## src/rtl/pme_ind_pkg.sv

```systemverilog
package pme_ind_pkg;
    localparam int BYTE_W = 8;
    localparam int EVT_W  = 3;
    localparam int CTRL_W = 2;

    localparam logic [BYTE_W-1:0] SEL_ADDR = 8'h6E;
    localparam logic [BYTE_W-1:0] OFS_ADDR = 8'h6F;
    localparam logic [BYTE_W-1:0] WIN_ADDR = 8'hA0;

    localparam logic [2:0] PME_SPACE = 3'b100;

    // byte offset of bits [7:0]; also the highest legal offset
    localparam logic [BYTE_W-1:0] LOW_OFS = 8'h03;

    // global control bit positions
    localparam int CTRL_EN  = 1;
    localparam int CTRL_POL = 0;

    typedef struct packed {
        logic [BYTE_W-1:0] sel;
        logic [BYTE_W-1:0] ofs;
        logic [CTRL_W-1:0] ctrl;
        logic [BYTE_W-1:0] rdata;
    } host_state_t;
endpackage

```

## src/rtl/pme_window_decode.sv

```systemverilog
module pme_window_decode
    import pme_ind_pkg::*;
#(
    parameter int NUM_PORTS = 4
) (
    input  logic [2:0]           space,
    input  logic [3:0]           target,
    input  logic [BYTE_W-1:0]    ofs,
    output logic                 hit_global,
    output logic [NUM_PORTS-1:0] hit_port,
    output logic                 low_byte
);
    logic space_ok;
    logic ofs_ok;

    always_comb begin
        space_ok   = (space == PME_SPACE);
        ofs_ok     = (ofs <= LOW_OFS);
        low_byte   = space_ok && (ofs == LOW_OFS);
        hit_global = space_ok && ofs_ok && (target == 4'd0);
    end

    for (genvar p = 0; p < NUM_PORTS; p++) begin : g_hit
        localparam logic [3:0] TGT = 4'(p + 1);
        assign hit_port[p] = space_ok && ofs_ok && (target == TGT);
    end
endmodule

```

## src/rtl/pme_port_status.sv

```systemverilog
module pme_port_status
    import pme_ind_pkg::*;
(
    input  logic             clk,
    input  logic             rst,
    input  logic [EVT_W-1:0] evt,
    input  logic [EVT_W-1:0] clr,
    output logic [EVT_W-1:0] stat
);
    logic [EVT_W-1:0] stat_d, stat_q;

    // a new event overrides a clear in the same cycle
    always_comb begin
        stat_d = (stat_q & ~clr) | evt;
    end

    always_ff @(posedge clk) begin
        if (rst) stat_q <= '0;
        else     stat_q <= stat_d;
    end

    assign stat = stat_q;
endmodule

```

## src/rtl/pme_pin_drive.sv

```systemverilog
module pme_pin_drive
    import pme_ind_pkg::*;
#(
    parameter int NUM_PORTS = 4
) (
    input  logic [CTRL_W-1:0]          ctrl,
    input  logic [NUM_PORTS*EVT_W-1:0] stat_all,
    output logic                       pin
);
    logic active;

    always_comb begin
        active = ctrl[CTRL_EN] && (|stat_all);
        pin    = active ? ctrl[CTRL_POL] : ~ctrl[CTRL_POL];
    end
endmodule

```

## src/rtl/pme_indirect_regs.sv

```systemverilog
module pme_indirect_regs
    import pme_ind_pkg::*;
#(
    parameter int NUM_PORTS = 4
) (
    input  logic                 clk,
    input  logic                 rst,
    input  logic [7:0]           host_addr,
    input  logic                 host_wr,
    input  logic [7:0]           host_wdata,
    input  logic                 host_rd,
    output logic [7:0]           host_rdata,
    input  logic [NUM_PORTS-1:0] evt_magic,
    input  logic [NUM_PORTS-1:0] evt_link,
    input  logic [NUM_PORTS-1:0] evt_energy,
    output logic                 pme_pin
);
    localparam int STAT_W = NUM_PORTS * EVT_W;

    host_state_t state_d, state_q;

    logic                 hit_global;
    logic [NUM_PORTS-1:0] hit_port;
    logic                 low_byte;
    logic                 win_wr;
    logic [STAT_W-1:0]    stat_all;
    logic [CTRL_W-1:0]    glb_ctrl;
    logic [BYTE_W-1:0]    win_rd;

    pme_window_decode #(.NUM_PORTS(NUM_PORTS)) u_dec (
        .space      (state_q.sel[7:5]),
        .target     (state_q.sel[3:0]),
        .ofs        (state_q.ofs),
        .hit_global (hit_global),
        .hit_port   (hit_port),
        .low_byte   (low_byte)
    );

    assign win_wr = host_wr && (host_addr == WIN_ADDR);

    for (genvar p = 0; p < NUM_PORTS; p++) begin : g_port
        logic [EVT_W-1:0] evt_p;
        logic [EVT_W-1:0] clr_p;
        assign evt_p = {evt_magic[p], evt_link[p], evt_energy[p]};
        assign clr_p = (win_wr && hit_port[p] && low_byte) ? host_wdata[EVT_W-1:0] : '0;
        pme_port_status u_stat (
            .clk  (clk),
            .rst  (rst),
            .evt  (evt_p),
            .clr  (clr_p),
            .stat (stat_all[p*EVT_W +: EVT_W])
        );
    end

    // window read byte: only offset 3 carries defined bits
    always_comb begin
        win_rd = '0;
        if (low_byte) begin
            if (hit_global) win_rd = {{(BYTE_W-CTRL_W){1'b0}}, state_q.ctrl};
            for (int p = 0; p < NUM_PORTS; p++) begin
                if (hit_port[p]) win_rd = {{(BYTE_W-EVT_W){1'b0}}, stat_all[p*EVT_W +: EVT_W]};
            end
        end
    end

    always_comb begin
        state_d       = state_q;
        state_d.rdata = '0;
        if (host_rd) begin
            case (host_addr)
                SEL_ADDR: state_d.rdata = state_q.sel;
                OFS_ADDR: state_d.rdata = state_q.ofs;
                WIN_ADDR: state_d.rdata = win_rd;
                default:  state_d.rdata = '0;
            endcase
        end
        if (host_wr) begin
            case (host_addr)
                SEL_ADDR: state_d.sel = host_wdata;
                OFS_ADDR: state_d.ofs = host_wdata;
                WIN_ADDR: if (hit_global && low_byte) state_d.ctrl = host_wdata[CTRL_W-1:0];
                default:  ;
            endcase
        end
    end

    always_ff @(posedge clk) begin
        if (rst) state_q <= '0;
        else     state_q <= state_d;
    end

    assign glb_ctrl   = state_q.ctrl;
    assign host_rdata = state_q.rdata;

    pme_pin_drive #(.NUM_PORTS(NUM_PORTS)) u_pin (
        .ctrl     (state_q.ctrl),
        .stat_all (stat_all),
        .pin      (pme_pin)
    );
endmodule

```

## config.mk

```make
export PLATFORM = sky130hd
export DESIGN_NAME = pme_indirect_regs
export DESIGN_NICKNAME = d
export VERILOG_FILES = /design/src/rtl/pme_ind_pkg.sv /design/src/rtl/pme_window_decode.sv /design/src/rtl/pme_port_status.sv /design/src/rtl/pme_pin_drive.sv /design/src/rtl/pme_indirect_regs.sv
export SDC_FILE = /design/constraint.sdc
export NUM_CORES = 1
export LEC_CHECK = 0
export BUFFER_PORTS_ARGS = -buffer_cell sky130_fd_sc_hd__buf_2
export CAP_MARGIN = 0
export CORE_MARGIN = 2
export CORE_UTILIZATION = 53
export DETAILED_ROUTE_END_ITERATION = 7
export GPL_TIMING_DRIVEN = 0
export PLACE_DENSITY = 0.83
export SYNTH_ARGS = -nofsm -noshare
export SYNTH_HDL_FRONTEND = slang
export SYNTH_SLANG_ARGS = --single-unit
```

## constraint.sdc

```tcl
create_clock -name clk -period 1.7 [get_ports clk]
set_input_delay 0.085 -clock clk [delete_from_list [all_inputs] [get_ports clk]]
set_output_delay 0.085 -clock clk [all_outputs]
set_load 0.005 [all_outputs]
```

==> flow_summary.json <==
{
  "max-slew-margin-rel_pct": 62.8,
  "grt_pass1_vias": 1570,
  "syn_area_sq_um": 1890,
  "worstRegToRegCells": 4,
  "synthCells": 211,
  "max_stage_delay_ns": 0.46,
  "crit_chain": "or3b_4 > or2_2 > nor2_1 > a211oi_1",
  "final_util_pct": 67.9,
  "syn_area_per_cell_sq_um": 8.97,
  "critPathLaunch": "state_q[20]",
  "slew_violations": 0,
  "ys_async_sr_fraction_pct": 0,
  "crit_path_start_kind": "register",
  "wl_per_cell_microns": 14.9,
  "slowest_stage": "dfxtp_1",
  "clock_sinks": 38,
  "grt_overflow": 0,
  "p_clk_share_pct": 29.0,
  "dieArea_sq_um": 4060,
  "whs_path_depth": 3,
  "die_x_microns": 63.7,
  "via_count": 1762,
  "drc": 0,
  "antenna_found_initial": 0,
  "avgViaCountPerCell": 5.70,
  "rsz0062_at_grt": "no",
  "antenna_left": 0,
  "htreeDepth": 2,
  "grt_max_degree": 11,
  "hold_viol_final": 0,
  "dp_hpwl_mm": 3.31,
  "critPathRequiredTime_ns": 1.90,
  "period_share_pct": 95.0,
  "design_power_total_mw": 1.50,
  "grtUsageMet2_pct": 34.9,
  "synth-seq-cells": 38,
  "reg2reg_slack_ns": 0.08,
  "cp.arrival_ns": 1.82,
  "p_int_mw": 1.13,
  "dp_cells": 297,
  "gp_congestion": 0.875,
  "maxCapViolCount": 0,
  "clk_pin_slew_ns": 0.10,
  "place_ws_ns": 0.0674,
  "firstDrtPassIters": 5,
  "fp.dieH_microns": 63.7,
  "p_per_area_nw_per_um2": 652,
  "synth_common_cells": "nor2_1 (52), dfxtp_1 (38), mux2i_1 (25)",
  "fin_cells": 309,
  "vdd_ir_drop_max_mv": 0.414,
  "num_antenna_cells": 0,
  "cts_made_buffers": 5,
  "nets": 295,
  "core_sq_um": 3390,
  "p_leak_nw": 1.02,
  "status": "finished clean",
  "gr-max-usage-layer": "met2",
  "finalSetupTns_ns": 0,
  "ys_seq_area_share_pct": 40.2,
  "synth-main-ff-cell": "dfxtp_1",
  "fin_hold_ws_ns": 0.0137,
  "fin_ws_ns": 0.0843,
  "drt_iter0_drc": 132,
  "cts_buffer_depth": 2,
  "grt_pass1_wl_mm": 7.33,
  "cts-root-buf": "clkbuf_4",
  "endpoint_kind": "register",
  "ys_types": 42,
  "wl_mm": 4.62,
  "num_rows": 21,
  "finalCriticalPeriod_ns": 1.62,
  "cts_tree": "built",
  "hp-class": "in2reg",
  "area_growth_pct": 21.6,
  "ios": 41,
  "critPathBufInv": 0,
  "worst_pin_slew_ns": 0.558,
  "insertion_delay_ns": 0.35,
  "p_sw_mw": 0.369,
  "met1_usage_pct": 32.1,
  "synth_fp_nets": 243,
  "io_buffer_count": 40,
  "path_depth": 4,
  "r2r_start": "state_q[20]",
  "yosysMostFrequentCell": "nor2_1",
  "cp_max_fo": 8,
  "placed_cell_area_sq_um": 2150,
  "final_cell_area_sq_um": 2300,
  "skew_ns": 0.0125,
  "use_met3_pct": 5.46,
  "ys_top_cells_by_area": "dfxtp_1 (40%), mux2i_1 (13%), nor2_1 (10%), a211oi_1 (4.8%), buf_4 (3.2%)",
  "hp-start": "evt_link[1]",
  "seqPwrFrac_pct": 62.2,
  "synth_top_area_share_pct": 40.2,
  "synth_enable_flop_cells": 0,
  "drive_gt1_share_pct": 28.9,
  "yosys_warnings": 0,
  "grt_use_total_pct": 23.5,
  "setup_viol": 0,
  "start_util_pct": 55.8,
  "combPwrFrac_pct": 8.8,
  "cpLargestDelayFamily": "simple AND/OR/NAND/NOR gates",
  "path_class": "reg2reg",
  "swShare_pct": 24.6,
  "yosys.area.top_type": "dfxtp_1",
  "fmax_ghz": 0.619
}
==> what timing repair did <==
action	in CTS	in global routing
setup buffers	0	0
hold buffers	5	0
gates resized for setup	0	11
endpoints found under the hold margin	9	0
setup endpoints to repair	0	16
==> power by group through the flow <==
stage	combinational, mW	sequential (mW)	clock [mW]
2_1_floorplan	0.0566	0.943	0
3_3_place_gp	0.114	0.949	0
3_5_place_dp	0.117	0.949	0
4_1_cts	0.126	0.929	0.437
5_1_grt	0.146	0.935	0.485
6_report	0.133	0.932	0.435
==> state kept, by name, summed over array words and instances (netlist names) <==
register and flops:
g_port.u_stat.stat 12, glb_ctrl 2, host_rdata 8, state_q 16
==> worst paths after layout <==
path                                            endpoint
worst min register to register               glb_ctrl[1]
worst min-delay path            g_port[1].u_stat.stat[1]
worst max register to register  g_port[3].u_stat.stat[2]
worst max-delay path            g_port[3].u_stat.stat[2]
==> cell usage in the layout, fill, tap and decap left out, drive strengths merged, types with 3 or more instances in the layout <==
cell type | netlist | routed
nand2 | 5 | 5
dfxtp | 38 | 38
mux2i | 25 | 25
clkbuf | 4 | 11
nand3 | 4 | 4
nor2 | 52 | 52
a21oi | 8 | 8
nor3 | 5 | 5
nand4b | 3 | 3
dlygate4sd3 | 0 | 5
a211oi | 12 | 12
buf | 13 | 53
nand4 | 5 | 5
nor4 | 5 | 5
==> cell families (layout without fill, tap and decap cells) <==
family	after synthesis	after routing	share of synthesized area [%]
AND/OR/NAND/NOR	98	98	29.4
flip-flops	38	38	40.2
AO/OA/AOI/OAI	30	30	11.0
multiplexers	25	25	13.2
buffers and inverters	19	71	5.69
XOR/XNOR	1	1	0.463
==> final cells by class <==
type / count / area, sq um
fillers: 282 / 1090
multi-input cells: 154 / 1080
flip-flops and latches: 38 / 762
repair buffers: 45 / 250
plain buffers: 17 / 100
well taps: 46 / 57.6
clock buffers: 7 / 45.0
inverters: 2 / 7.51
==> worst min-delay path, stage by stage <==
cell and delay (ns):
buf_2 0.10, nor2_1 0.08, a211oi_1 0.05
==> per-layer routing <==
| metal | share of wire (%) | up-vias | routed length, microns |
|---|---|---|---|
| met4 | 2.4 | 0 | 111 |
| li1 | - | 866 | - |
| met1 | 46 | 825 | 2110 |
| met3 | 6.4 | 13 | 297 |
| met5 | 0 | - | 0 |
| met2 | 45 | 58 | 2100 |
Note: power is estimated with default switching activity, not from simulation.
